--- src/rtl/tmr_pkg.sv ---
package tmr_pkg;
    typedef enum logic {
        CH_HALT  = 1'b0,
        CH_COUNT = 1'b1
    } ch_state_t;

    localparam int unsigned CTL_EN  = 0;
    localparam int unsigned CTL_RST = 1;
    localparam int unsigned CTL_LD  = 2;
    localparam int unsigned CTL_IE  = 3;
    localparam int unsigned CTL_PND = 4;

    // word index inside a 16-byte window
    localparam logic [1:0] WRD_CNT = 2'd0;
    localparam logic [1:0] WRD_RLD = 2'd1;
    localparam logic [1:0] WRD_CTL = 2'd2;
endpackage

--- src/rtl/tmr_prescaler.sv ---
module tmr_prescaler #(
    parameter int PW = 16
) (
    input  logic          clk,
    input  logic          rst_n,
    input  logic          wr_val,
    input  logic          wr_rld,
    input  logic [PW-1:0] wdata,
    output logic [PW-1:0] val,
    output logic [PW-1:0] rld,
    output logic          tick
);
    assign tick = (val == '0);

    always_ff @(posedge clk) begin
        if (!rst_n) begin
            val <= '0;
            rld <= '0;
        end else begin
            if (wr_rld)
                rld <= wdata;
            if (wr_val)
                val <= wdata;
            else if (tick)
                val <= rld;
            else
                val <= val - 1'b1;
        end
    end
endmodule

--- src/rtl/tmr_channel.sv ---
module tmr_channel
    import tmr_pkg::*;
#(
    parameter int CW = 32,
    parameter int DW = 32
) (
    input  logic          clk,
    input  logic          rst_n,
    input  logic          tick,
    input  logic          wr_cnt,
    input  logic          wr_rld,
    input  logic          wr_ctl,
    input  logic [DW-1:0] wdata,
    output logic [CW-1:0] cnt,
    output logic [CW-1:0] rld,
    output logic [DW-1:0] ctl,
    output logic          irq
);
    ch_state_t st, st_n;
    logic      restart, ie, pend;
    logic      uf;

    assign uf = (st == CH_COUNT) && tick && (cnt == '0);

    // state register
    always_ff @(posedge clk) begin
        if (!rst_n)
            st <= CH_HALT;
        else
            st <= st_n;
    end

    // next state: START, STOP, EXPIRE
    always_comb begin
        st_n = st;
        unique case (st)
            CH_HALT: begin
                if (wr_ctl && wdata[CTL_EN])
                    st_n = CH_COUNT;
            end
            CH_COUNT: begin
                if (wr_ctl && !wdata[CTL_EN])
                    st_n = CH_HALT;
                else if (!wr_ctl && !wr_cnt && uf && !restart)
                    st_n = CH_HALT;
            end
            default: st_n = CH_HALT;
        endcase
    end

    // counter, settings and interrupt outputs
    always_ff @(posedge clk) begin
        if (!rst_n) begin
            cnt     <= '0;
            rld     <= '0;
            restart <= 1'b0;
            ie      <= 1'b0;
            pend    <= 1'b0;
            irq     <= 1'b0;
        end else begin
            if (wr_rld)
                rld <= wdata[CW-1:0];
            if (wr_ctl) begin
                restart <= wdata[CTL_RST];
                ie      <= wdata[CTL_IE];
                if (wdata[CTL_LD])
                    cnt <= rld;
            end else if (wr_cnt) begin
                cnt <= wdata[CW-1:0];
            end else if (uf) begin
                if (restart)
                    cnt <= rld;
            end else if (st == CH_COUNT && tick) begin
                cnt <= cnt - 1'b1;
            end
            pend <= (wr_ctl && wdata[CTL_PND]) ? 1'b0 : (pend | (uf & ie));
            irq  <= uf & ie;
        end
    end

    assign ctl = DW'({pend, ie, 1'b0, restart, st == CH_COUNT});
endmodule

--- src/rtl/tmr_unit.sv ---
module tmr_unit
    import tmr_pkg::*;
#(
    parameter int NCH      = 2,
    parameter int IRQ_BASE = 8,
    parameter int CW       = 32,
    parameter int PW       = 16
) (
    input  logic           clk,
    input  logic           rst_n,
    input  logic           rd_en,
    input  logic           wr_en,
    input  logic [7:0]     addr,
    input  logic [31:0]    wdata,
    output logic [31:0]    rd_data,
    output logic [NCH-1:0] irq
);
    localparam int DW = 32;
    localparam logic [31:0] CFG_WORD = 32'(NCH % 8) | (32'(IRQ_BASE % 32) << 3) | 32'h300;

    logic [3:0] slot;
    logic [1:0] word;
    logic       unit_hit;
    assign slot     = addr[7:4];
    assign word     = addr[3:2];
    assign unit_hit = (slot == 4'd0);

    logic          psc_wr_val, psc_wr_rld, psc_tick;
    logic [PW-1:0] psc_val, psc_rld;
    assign psc_wr_val = wr_en && unit_hit && (word == WRD_CNT);
    assign psc_wr_rld = wr_en && unit_hit && (word == WRD_RLD);

    tmr_prescaler #(.PW(PW)) u_psc (
        .clk    (clk),
        .rst_n  (rst_n),
        .wr_val (psc_wr_val),
        .wr_rld (psc_wr_rld),
        .wdata  (wdata[PW-1:0]),
        .val    (psc_val),
        .rld    (psc_rld),
        .tick   (psc_tick)
    );

    logic [NCH-1:0]         ch_wr_cnt, ch_wr_rld, ch_wr_ctl;
    logic [NCH-1:0][CW-1:0] ch_cnt, ch_rld;
    logic [NCH-1:0][DW-1:0] ch_ctl;

    for (genvar i = 0; i < NCH; i++) begin : g_ch
        assign ch_wr_cnt[i] = wr_en && (slot == 4'(i + 1)) && (word == WRD_CNT);
        assign ch_wr_rld[i] = wr_en && (slot == 4'(i + 1)) && (word == WRD_RLD);
        assign ch_wr_ctl[i] = wr_en && (slot == 4'(i + 1)) && (word == WRD_CTL);

        tmr_channel #(.CW(CW), .DW(DW)) u_ch (
            .clk    (clk),
            .rst_n  (rst_n),
            .tick   (psc_tick),
            .wr_cnt (ch_wr_cnt[i]),
            .wr_rld (ch_wr_rld[i]),
            .wr_ctl (ch_wr_ctl[i]),
            .wdata  (wdata),
            .cnt    (ch_cnt[i]),
            .rld    (ch_rld[i]),
            .ctl    (ch_ctl[i]),
            .irq    (irq[i])
        );
    end

    logic [31:0] rd_next;
    always_comb begin
        rd_next = '0;
        if (unit_hit) begin
            case (word)
                WRD_CNT: rd_next = 32'(psc_val);
                WRD_RLD: rd_next = 32'(psc_rld);
                WRD_CTL: rd_next = CFG_WORD;
                default: rd_next = '0;
            endcase
        end else begin
            for (int i = 0; i < NCH; i++) begin
                if (slot == 4'(i + 1)) begin
                    case (word)
                        WRD_CNT: rd_next = 32'(ch_cnt[i]);
                        WRD_RLD: rd_next = 32'(ch_rld[i]);
                        WRD_CTL: rd_next = ch_ctl[i];
                        default: rd_next = '0;
                    endcase
                end
            end
        end
    end

    always_ff @(posedge clk) begin
        if (!rst_n)
            rd_data <= '0;
        else if (rd_en)
            rd_data <= rd_next;
    end
endmodule

--- config.mk ---
export PLATFORM = sky130hd
export DESIGN_NAME = tmr_unit
export DESIGN_NICKNAME = d
export VERILOG_FILES = /design/src/rtl/tmr_pkg.sv /design/src/rtl/tmr_prescaler.sv /design/src/rtl/tmr_channel.sv /design/src/rtl/tmr_unit.sv
export SDC_FILE = /design/constraint.sdc
export NUM_CORES = 1
export LEC_CHECK = 0
export BUFFER_PORTS_ARGS = -buffer_cell sky130_fd_sc_hd__buf_2
export CORE_MARGIN = 4
export CORE_UTILIZATION = 55
export CTS_BUF_LIST = sky130_fd_sc_hd__clkbuf_4
export DETAILED_ROUTE_END_ITERATION = 8
export PLACE_DENSITY = 0.74
export SYNTH_ARGS = -nofsm -noshare
export SYNTH_HDL_FRONTEND = slang
export SYNTH_SLANG_ARGS = --single-unit
--- constraint.sdc ---
create_clock -name clk -period 7.2 [get_ports clk]
set_input_delay 1.8 -clock clk [delete_from_list [all_inputs] [get_ports clk]]
set_output_delay 1.8 -clock clk [all_outputs]
set_load 0.05 [all_outputs]
* After elaboration in Yosys (flattened, before gate mapping)
Cells that the tools add are included.
Cells by class: multiplexer cells 28, bitwise gates (word level) 7, add/sub/neg operators 3, reductions and logical operators 45, eq/ne operators 8
Operators with widths (count):
- 32-bit 2-to-1 mux | 15
- 32-bit case mux with 3 select lines | 2
- 32-bit zero test | 2
- 32-bit by 1-bit subtractor with 32-bit output (second input constant) | 2
- 16-bit case mux with 3 select lines | 1
- 16-bit 2-to-1 mux | 2
- 1-bit logical AND | 27
- 16-bit zero test | 1
- 16-bit by 1-bit subtractor with 16-bit output (second input constant) | 1
- 4-bit by 1-bit != test with 1-bit output (second input constant) | 2
- 4-bit nonzero test | 2
- 1-bit zero test | 7
- 1-bit 2-to-1 mux | 6
- 3-bit AND reduction | 2
- 4-bit by 1-bit == test with 1-bit output (second input constant) | 1
- 4-bit by 2-bit == test with 1-bit output (second input constant) | 1
- 4-bit zero test | 1
- 2-bit != test (second input constant) | 2
- 1-bit case mux with 2 select lines | 2
- 2-bit OR reduction | 2
- 1-bit inverter | 3
- 1-bit AND | 2
- 2-bit by 1-bit == test with 1-bit output (second input constant) | 1
- 2-bit == test (second input constant) | 1
- other kinds (2) | 3
Storage, ports and cells: output and inout port bits 34, logic and storage cells 108, bits in registers 202, input bits 44

* Depth between registers and ports, before layout
Gate-level depths: netlist of the first run.
depth in word-level cells 10, gate-level depth with buffers 11

* Modules after synthesis
Synthesis of the first run repeated with hierarchy kept, for this count alone.
Second synthesis, totals: cells, all modules 1571, area, all modules 13120.1 um2
By module, submodules not included:
- tmr_channel | cells each 479, sequential area each 1381.3 um2, instances 2, area an instance 4071.4 um2
- tmr_unit | cells each 417, sequential area each 640.6 um2, instances 1, area an instance 3260.6 um2
- tmr_prescaler | cells each 196, sequential area each 640.6 um2, instances 1, area an instance 1716.6 um2

* Worst setup path before layout of the first run
OpenSTA, ideal clock, no wires.
path kind input to register, start input addr[7], end register g_ch[0].u_ch.cnt[29], stages on the path 9, path buffers 4, arrival 3.888 ns, data required time 7.126 ns, setup slack 3.238 ns, library setup time 0.074 ns, cells stage by stage clkbuf_1 -> or4b_1 -> or3b_1 -> clkbuf_1 -> o2111ai_1 -> nand2_1 -> buf_2 -> clkbuf_1 -> a31oi_1
On the way: word-level cells in the longest chain between the ends 5, elaborated cells between the ends (all ways) 10
Ends and longest elaborated chain:
- from (decl) | RTL line tmr_unit.sv:13 | input logic [7:0] addr,
- 4-bit by 1-bit == test with 1-bit output * | RTL line tmr_unit.sv:49, tmr_unit.sv:51
- 1-bit logical AND * | RTL line tmr_unit.sv:49, tmr_unit.sv:51
- 1-bit logical AND, on equally long branches | RTL line tmr_unit.sv:51, tmr_unit.sv:49
- 4-bit by 1-bit != test with 1-bit output (no line), or another cell as far along
- 3-bit AND reduction (no line) / 32-bit 2-to-1 mux (equally long branches)
- to (signal assigned) | RTL line tmr_channel.sv:69 | cnt <= wdata[CW-1:0];
- to (signal assigned) | RTL line tmr_channel.sv:72 | cnt <= rld;
- to (signal assigned) | RTL line tmr_channel.sv:74 | cnt <= cnt - 1'b1;
- to (decl) | RTL line tmr_channel.sv:14 | output logic [CW-1:0] cnt,
Every way passes the cells marked *; elsewhere a longest branch is shown, timed or not. A chain may end at the register's enable or synchronous reset.

* Worst setup path in the final report of the first run
start input addr[2], end register g_ch[0].u_ch.cnt[30]
On the way: word-level cells in the longest chain between the ends 4, elaborated cells between the ends (all ways) 10
Ends and longest elaborated chain (RTL line):
- 2-bit == test / 2-bit zero test (equally long branches) | tmr_unit.sv:51, tmr_unit.sv:49
- 1-bit logical AND, on equally long branches | tmr_unit.sv:51, tmr_unit.sv:49
- 4-bit by 1-bit != test with 1-bit output (no line), or another cell as far along
- 3-bit AND reduction (no line) / 32-bit 2-to-1 mux (equally long branches)
Parallel ways exist; a longest one is shown, timed or not.

==> summary.md, run 1 <==
| Metric | Value |
|---|---|
| Max Freq | 0.2245 GHz |
| Crit path max-delay family | buffers and inverters |
| EDFF count, synth | 0 |
| Clock skew | 0.04707 ns |
| Sequential Power Share | 41.7% |
| IO Count | 78 |
| Clk slew on worst S/H paths | 0.06 ns |
| DRC viols | 0 |
| Final Max Slew Viols | 0 |
| Synth warn | 0 |
| Sink Count | 202 |
| R2R setup slack | 2.89 ns |
| Detailed Place HPWL | approximately 27000 um |
| Final Hold Viols | 0 |
| Gpl congestion | 0.9357 |
| Max-slew headroom | 14.85% |
| Post-synth ARST share | 0% |
| Syn Area/Cell | 7.492 um^2 |
| Tot GR Track Use | 32.87% |
| Sw Pwr | a little under 1000 uW |
| Initial antenna violation count | 2 |
| Hold_buf cts | 0 |
| Clock share of power | 35.2% |
| Net Count, Synth | 1580 |
| Post-route antenna net violation count | 0 |
| Largest net degree at the start of global routing | 109 |
| Core box area | 20360 um^2 |
| Vias in the first global route | 11270 |
| Mapped Area | around 11000 um^2 |
| Leak | 0.004804 uW |
| Startpoint Class | input port |
| WL/cell | 21.55 um |
| Final period util | 61.87% |
| Initial drt markers | around 1700 |
| CTS Buf Count | 54 |
| Max-cap viol count | 0 |
| First-pass GRT wire length | approximately 63000 um |
| Drt total wl | 40310 um |
| CP max stage cell | buf_4 |
| CTS tree | yes |
| Post-CTS setup buffers | 0 |
| Initial Utilization | 56.37% |
| Vias | about 12000 |
| Peak supply drop | 0.1363 mV |
| Drt via density | 6.555 |
| Cells along the critical path | buf_4 > buf_4 > nor2_1 > nand2_1 > nor2_1 > buf_4 > o32ai_1 > o21ai_0 > and2_1 > o311a_1 |
| Worst Max-Slew Pin Slew | 1.274 ns |
| Main flop type after synthesis | dfxtp_1 |
| Critical path buffers and inverters | 3 |
| Clk buf depth | 3 |
| Netlist cell types | 74 |
| Placed Area | between 10000 and 15000 um^2 |
| Worst path most repeated cell | buf_4 |
| Critical path type | input port to flop |
| Clock period minus worst slack | 4.455 ns |
| Arr. time, crit path | 5.02 ns |
| # port buffers | 75 |
| Sw frac | 33.01% |
| Root buf cell | clkbuf_4 |
| Cells after Synth | 1532 |
| Drt pass-1 iters | 8 |
| # resized after CTS | 0 |
| Fraction of layout cells with a size suffix above 1 | around an eighth |
| Critical Path RT | 7.76 ns |
| Worst hold-check path type | flop to flop |
| Proportion of power drawn by combinational gates | 23.2% |
| Commonest non-fill, non-tap cell in the layout | nand2_1 |
| Power Density | 231.6 nW/um^2 |
| Final Cell Area | 12570 um^2 |
| Sequential-to-total area share from yosys stat | 35.23% |
| Setup TNS | 0 ns |
| Flops & latches, synth | 202 |
| Final setup violation count | 0 |
| Chip width | 152.5 um |
| Area delta synth->final | 9.472% |
| Crit-path max cell delay | 0.78 ns |
| Nets | 1610 |
| # rows | 52 |
| Crit path max fanout | 45 |
| Die area | 23250 um^2 |
| Most frequent cells in the layout | 268 x nand2_1, 202 x dfxtp_1, 177 x a21oi_1, 122 x nor2_1, 102 x o21ai_0 |
| Die Y | ~150 um |
| Internal Power | 1949 uW |
| Total congestion overflow | 0 |
| Clock Latency Late Sink | 0.69 ns |
| Status | finished clean |
| RSZ-0062 raised after global routing | false |
| H-tree depth | 2 |
| Endpoint class of the critical path | flop |
cell families (layout without fill, tap and decap cells):
kind of cell             Yosys count  count (layout)  share of synthesized area, %
XOR/XNOR                          40              40                         3.052
adder cells (fa/ha/maj)            4               4                        0.4360
buffers and inverters            143             210                         4.960
flip-flops                       202             202                         35.23
AND/OR/NAND/NOR                  582             582                         23.14
AO/OA/AOI/OAI                    477             477                         25.86
multiplexers                      84              84                         7.325
other                              0               2                             0
power groups by stage:
stage                     Combinational [uW]  Clock [uW]  Sequential, uW
after floorplan                          486           0            1240
after global placement                   642           0            1230
after detailed placement                 653           0            1240
after CTS                                658        1030            1210
after global routing                     732        1090            1220
final                                    674        1020            1210
metrics by stage:
stage	worst slack, ns	hold slack [ns]	total power (uW)	std cells	util (%)
final	2.745	0.4643	2910	1871	61.70
after global routing	2.708	0.4923	3042	1871	61.70
after CTS	2.883	0.4688	2901	1869	61.68
after detailed placement	2.228	0.4584	1889	1776	58.38
after global placement	2.282	0.4534	1875	1776	58.38
after floorplan	3.238	0.4444	1727	1532	-
flip-flops by register name, indices dropped and copies added, names as in the netlist:
register           cells
u_psc.rld             16
g_ch.u_ch.cnt         64
g_ch.u_ch.pend         2
g_ch.u_ch.rld         64
u_psc.val             16
g_ch.u_ch.restart      2
g_ch.u_ch.irq          2
g_ch.u_ch.ie           2
g_ch.u_ch.st           2
rd_data               32
worst min-delay path: stages (launching register included):
cell      delay, ns
dfxtp_1        0.30
nand2b_1       0.06
a21oi_1        0.05
worst paths after layout:
kind	from	endpoint	cells after the start
setup / recovery	addr[2]	g_ch[0].u_ch.cnt[30]	10
hold / removal	rd_data[3]	rd_data[3]	2
setup reg to reg	u_psc.val[0]	g_ch[0].u_ch.cnt[21]	9
hold reg to reg	rd_data[3]	rd_data[3]	2
synth_stat cells, types with 3 or more instances:
master	instances	area, um^2
nand2_1	268	1006
dfxtp_1	202	4044
a21oi_1	177	885.9
nor2_1	124	465.5
clkbuf_1	105	394.1
o21ai_0	102	510.5
mux2i_1	84	840.8
nor3_1	40	200.2
nand3_1	37	185.2
o221ai_1	35	306.5
o22ai_1	27	168.9
xnor2_1	23	201.4
a211oi_1	20	150.1
nor4_1	20	125.1
nand2b_1	19	118.9
a31oi_1	18	112.6
inv_1	18	67.56
xor2_1	17	148.9
o211ai_1	12	90.09
o31ai_1	11	82.58
or3_1	10	62.56
a222oi_1	9	90.09
or4_1	9	67.56
and3_1	8	50.05
nor3b_1	8	60.06
a22oi_1	7	52.55
buf_1	7	26.28
o21ai_1	7	35.03
o32ai_1	6	52.55
or2_2	6	37.54
a21o_1	5	37.54
buf_2	5	25.02
a32oi_1	4	35.03
and2_1	4	25.02
ha_1	4	50.05
nand4_1	4	25.02
nor2b_1	4	25.02
nor4b_1	4	35.03
o21a_1	4	30.03
o41ai_1	4	35.03
a221oi_2	3	45.04
a31o_2	3	26.28
clkbuf_2	3	15.01
nand3b_1	3	22.52
area by class of cell:
type	count	area (um^2)
fill	1871	7799
multi-input combinational	1187	6883
sequential	202	4044
clock buffer	86	645.6
timing repair buffer	98	550.5
tap	270	337.8
inverter	19	73.82
clock inverter	7	26.28
antenna	2	5.005
metal layers:
metal | global-route usage [%] | vias to the layer above | share of wire, % | routed length, um
met5 | 0 | - | 0 | 0
met4 | 12.30 | 0 | 3.1 | 1258
met3 | 8.009 | 105 | 12 | 4879
met2 | 49.64 | 731 | 44 | 17800
met1 | 45.72 | 5777 | 41 | 16370
li1 | - | 5652 | - | -
Power figures use the tool's default switching activity.
==> inputs of run 2 (changes only) <==
clock period = 4.2 ns   (was 7.2 ns; I/O delays follow)
==> summary.md, run 2 (synthesis results as in run 1) <==
| Metric | Value |
|---|---|
| IO Count | 78 (unchanged) |
| Final period util | around 83% |
| Clk slew on worst S/H paths | 0.06 ns (about the same) |
| Commonest non-fill, non-tap cell in the layout | nand2_1 |
| Hold depth | 2 (unchanged) |
| Worst hold-check path type | flop to flop |
| Multi-input logic area | 6883 um^2 (unchanged) |
| CTS tree | yes |
| Largest regs | g_ch.u_ch.cnt: 64 flops, g_ch.u_ch.rld: 64 flops, rd_data: 32 flops |
| RSZ-0062 raised after global routing | false |
| Sequential Area | 4044 um^2 (unchanged) |
| Worst hold start | rd_data[13] |
| Tot GR Track Use | 33.29% (+0.42 points) |
| H-tree depth | 2 (unchanged) |
| Hold_buf cts | 0 (unchanged) |
| Critical Path RT | 4.82 ns (-2.94 ns) |
| Sw Pwr | 1646 uW (+71%) |
| Clk buf depth | 3 (unchanged) |
| Critical R2R Launch | u_psc.val[0] |
| Status | finished clean |
| CP max stage cell | or4b_1 |
| Leak | 0.004915 uW (+2.3%) |
| Clock share of power | 34.6% (-0.6 points) |
| Die area | 23250 um^2 (unchanged) |
| Largest net degree at the start of global routing | 62 (-43%) |
| Initial drt markers | 1787 (+6.1%) |
| Fraction of layout cells with a size suffix above 1 | 14.36% (+1.1 points) |
| Critical path type | flop to flop |
| Vias in the first global route | 11465 (+1.7%) |
| Worst r2r path cells | 8 (-1) |
| # resized after CTS | 0 (unchanged) |
| Root buf cell | clkbuf_4 |
| Post-CTS setup buffers | 0 (unchanged) |
| Initial Utilization | 56.37% (unchanged) |
| Crit path max-delay family | simple AND/OR/NAND/NOR gates |
| Max Freq | 0.2874 GHz |
| Final setup violation count | 0 (unchanged) |
| Clock period minus worst slack | 3.480 ns |
| Peak supply drop | 0.2192 mV (+61%) |
| Clock Latency Late Sink | 0.71 ns (+0.02 ns) |
| Post-Route Utilization | 62.64% (+0.94 points) |
| CTS Buf Count | 54 (unchanged) |
| Drt via density | 6.525 (-0.46%) |
| Gpl congestion | 0.9651 (+3.1%) |
| Core box area | 20360 um^2 (unchanged) |
| Hold Path Sink | rd_data[13] |
| Internal Power | 3332 uW (+71%) |
| Drt total wl | 40630 um (+0.78%) |
| Arr. time, crit path | 4.10 ns (-0.92 ns) |
| Sw frac | 33.06% (+0.050 points) |
| Worst Max-Slew Pin Slew | 1.093 ns (-0.1810 ns) |
| Worst slack, placed | 0.4733 ns (-1.755 ns) |
| WL/cell | 21.46 um (-0.39%) |
| Power Density | 390.2 nW/um^2 (+69%) |
| Initial antenna violation count | 2 (unchanged) |
| Detailed Place HPWL | 27820 um (+4.2%) |
| Most frequent cells in the layout | 268 x nand2_1, 202 x dfxtp_1, 177 x a21oi_1, 122 x nor2_1, 102 x o21ai_0 |
| Proportion of power drawn by combinational gates | 23.6% (+0.4 points) |
| Max-cap viol count | 0 (unchanged) |
| Cells along the critical path | inv_1 > ha_1 > or3b_2 > or4_4 > or4b_1 > o21ai_4 > a222oi_1 > a211oi_2 |
| Die Y | 152.5 um (unchanged) |
| Final worst slack | 0.7200 ns (-2.025 ns) |
| Sequential Power Share | 41.8% (about the same) |
| # rows | 52 (unchanged) |
| Nets | 1634 (+1.5%) |
| Post-route antenna net violation count | 0 (unchanged) |
| Max-slew headroom | 26.45% (+12 points) |
| RR Endpoint | g_ch[0].u_ch.cnt[5] |
| Endpoint class of the critical path | flop |
| Crit-path max cell delay | 0.84 ns (+0.06 ns) |
| Sink Count | 202 (unchanged) |
| # port buffers | 75 (unchanged) |
| Critical path buffers and inverters | 1 (-2) |
| Vias | 12352 (+0.71%) |
| Area delta synth->final | 11.14% |
| First-pass GRT wire length | 63450 um (+1.5%) |
| Layout fillers | 1905 (+1.8%) |
| Chip width | 152.5 um (unchanged) |
| R2R setup slack | 0.72 ns (-2.17 ns) |
| Startpoint Class | flop |
| Final Max Slew Viols | 0 (unchanged) |
| Drt pass-1 iters | 8 (unchanged) |
| Final Hold Viols | 0 (unchanged) |
| Total congestion overflow | 0 (unchanged) |
| Crit path max fanout | 10 (-78%) |
| Setup TNS | 0 ns (unchanged) |
| Clock skew | 0.04317 ns (-0.003905 ns) |
| DRC viols | 0 (unchanged) |
==> run 2: how the worst max path moves through the flow <==
stage                                end  cells past startpoint                  from
floorplan           g_ch[0].u_ch.cnt[29]                      9               addr[7]
global placement     g_ch[1].u_ch.cnt[0]                      8               addr[7]
detailed placement   g_ch[1].u_ch.cnt[2]                      8               addr[7]
CTS                  g_ch[0].u_ch.cnt[5]                      8          u_psc.val[0]
global route         g_ch[1].u_ch.cnt[0]                      7  g_ch[1].u_ch.cnt[15]
finish               g_ch[0].u_ch.cnt[5]                      8          u_psc.val[0]
==> run 2: final cells by class <==
cell class,count,area share (%)
clock inverter,8,0.2354
inverter,19,0.5787
tap,270,2.648
antenna,1,0.01962
timing repair buffer,122,5.924
clock buffer,84,4.943
sequential,202,31.70
multi-input combinational,1187,53.95
==> run 2: worst min-delay path, cell delays in order (launching register included) <==
cell      delay, ns
dfxtp_1        0.30
nand2b_1       0.06
a21oi_1        0.06
==> run 2: metal layers <==
| metal | vias to the layer above | track usage, % | share of wire, % |
|---|---|---|---|
| met4 | 2 | 13.28 | 3.9 |
| met2 | 753 | 50.28 | 43 |
| met5 | - | 0 | 0.039 |
| li1 | 5712 | - | - |
| met3 | 123 | 7.668 | 12 |
| met1 | 5762 | 46.22 | 41 |
==> run 2: power groups by stage <==
| stage | Sequential [uW] | Clock (uW) | Combinational, uW |
|---|---|---|---|
| 2_1_floorplan | 2130 | 0 | 834 |
| 3_3_place_gp | 2120 | 0 | 1110 |
| 3_5_place_dp | 2120 | 0 | 1140 |
| 4_1_cts | 2080 | 1740 | 1150 |
| 5_1_grt | 2090 | 1840 | 1280 |
| 6_report | 2080 | 1720 | 1170 |
==> run 2: metrics by stage <==
| step | power (uW) | area, um^2 | instances | hold slack (ns) |
|---|---|---|---|---|
| floorplan | 2960 | 11480 | 1532 | 0.4444 |
| global placement | 3230 | 12090 | 1800 | 0.4532 |
| detailed placement | 3259 | 12090 | 1800 | 0.4575 |
| CTS | 4960 | 12750 | 1892 | 0.4688 |
| global route | 5213 | 12760 | 1893 | 0.4851 |
| finish | 4978 | 12760 | 1893 | 0.4650 |
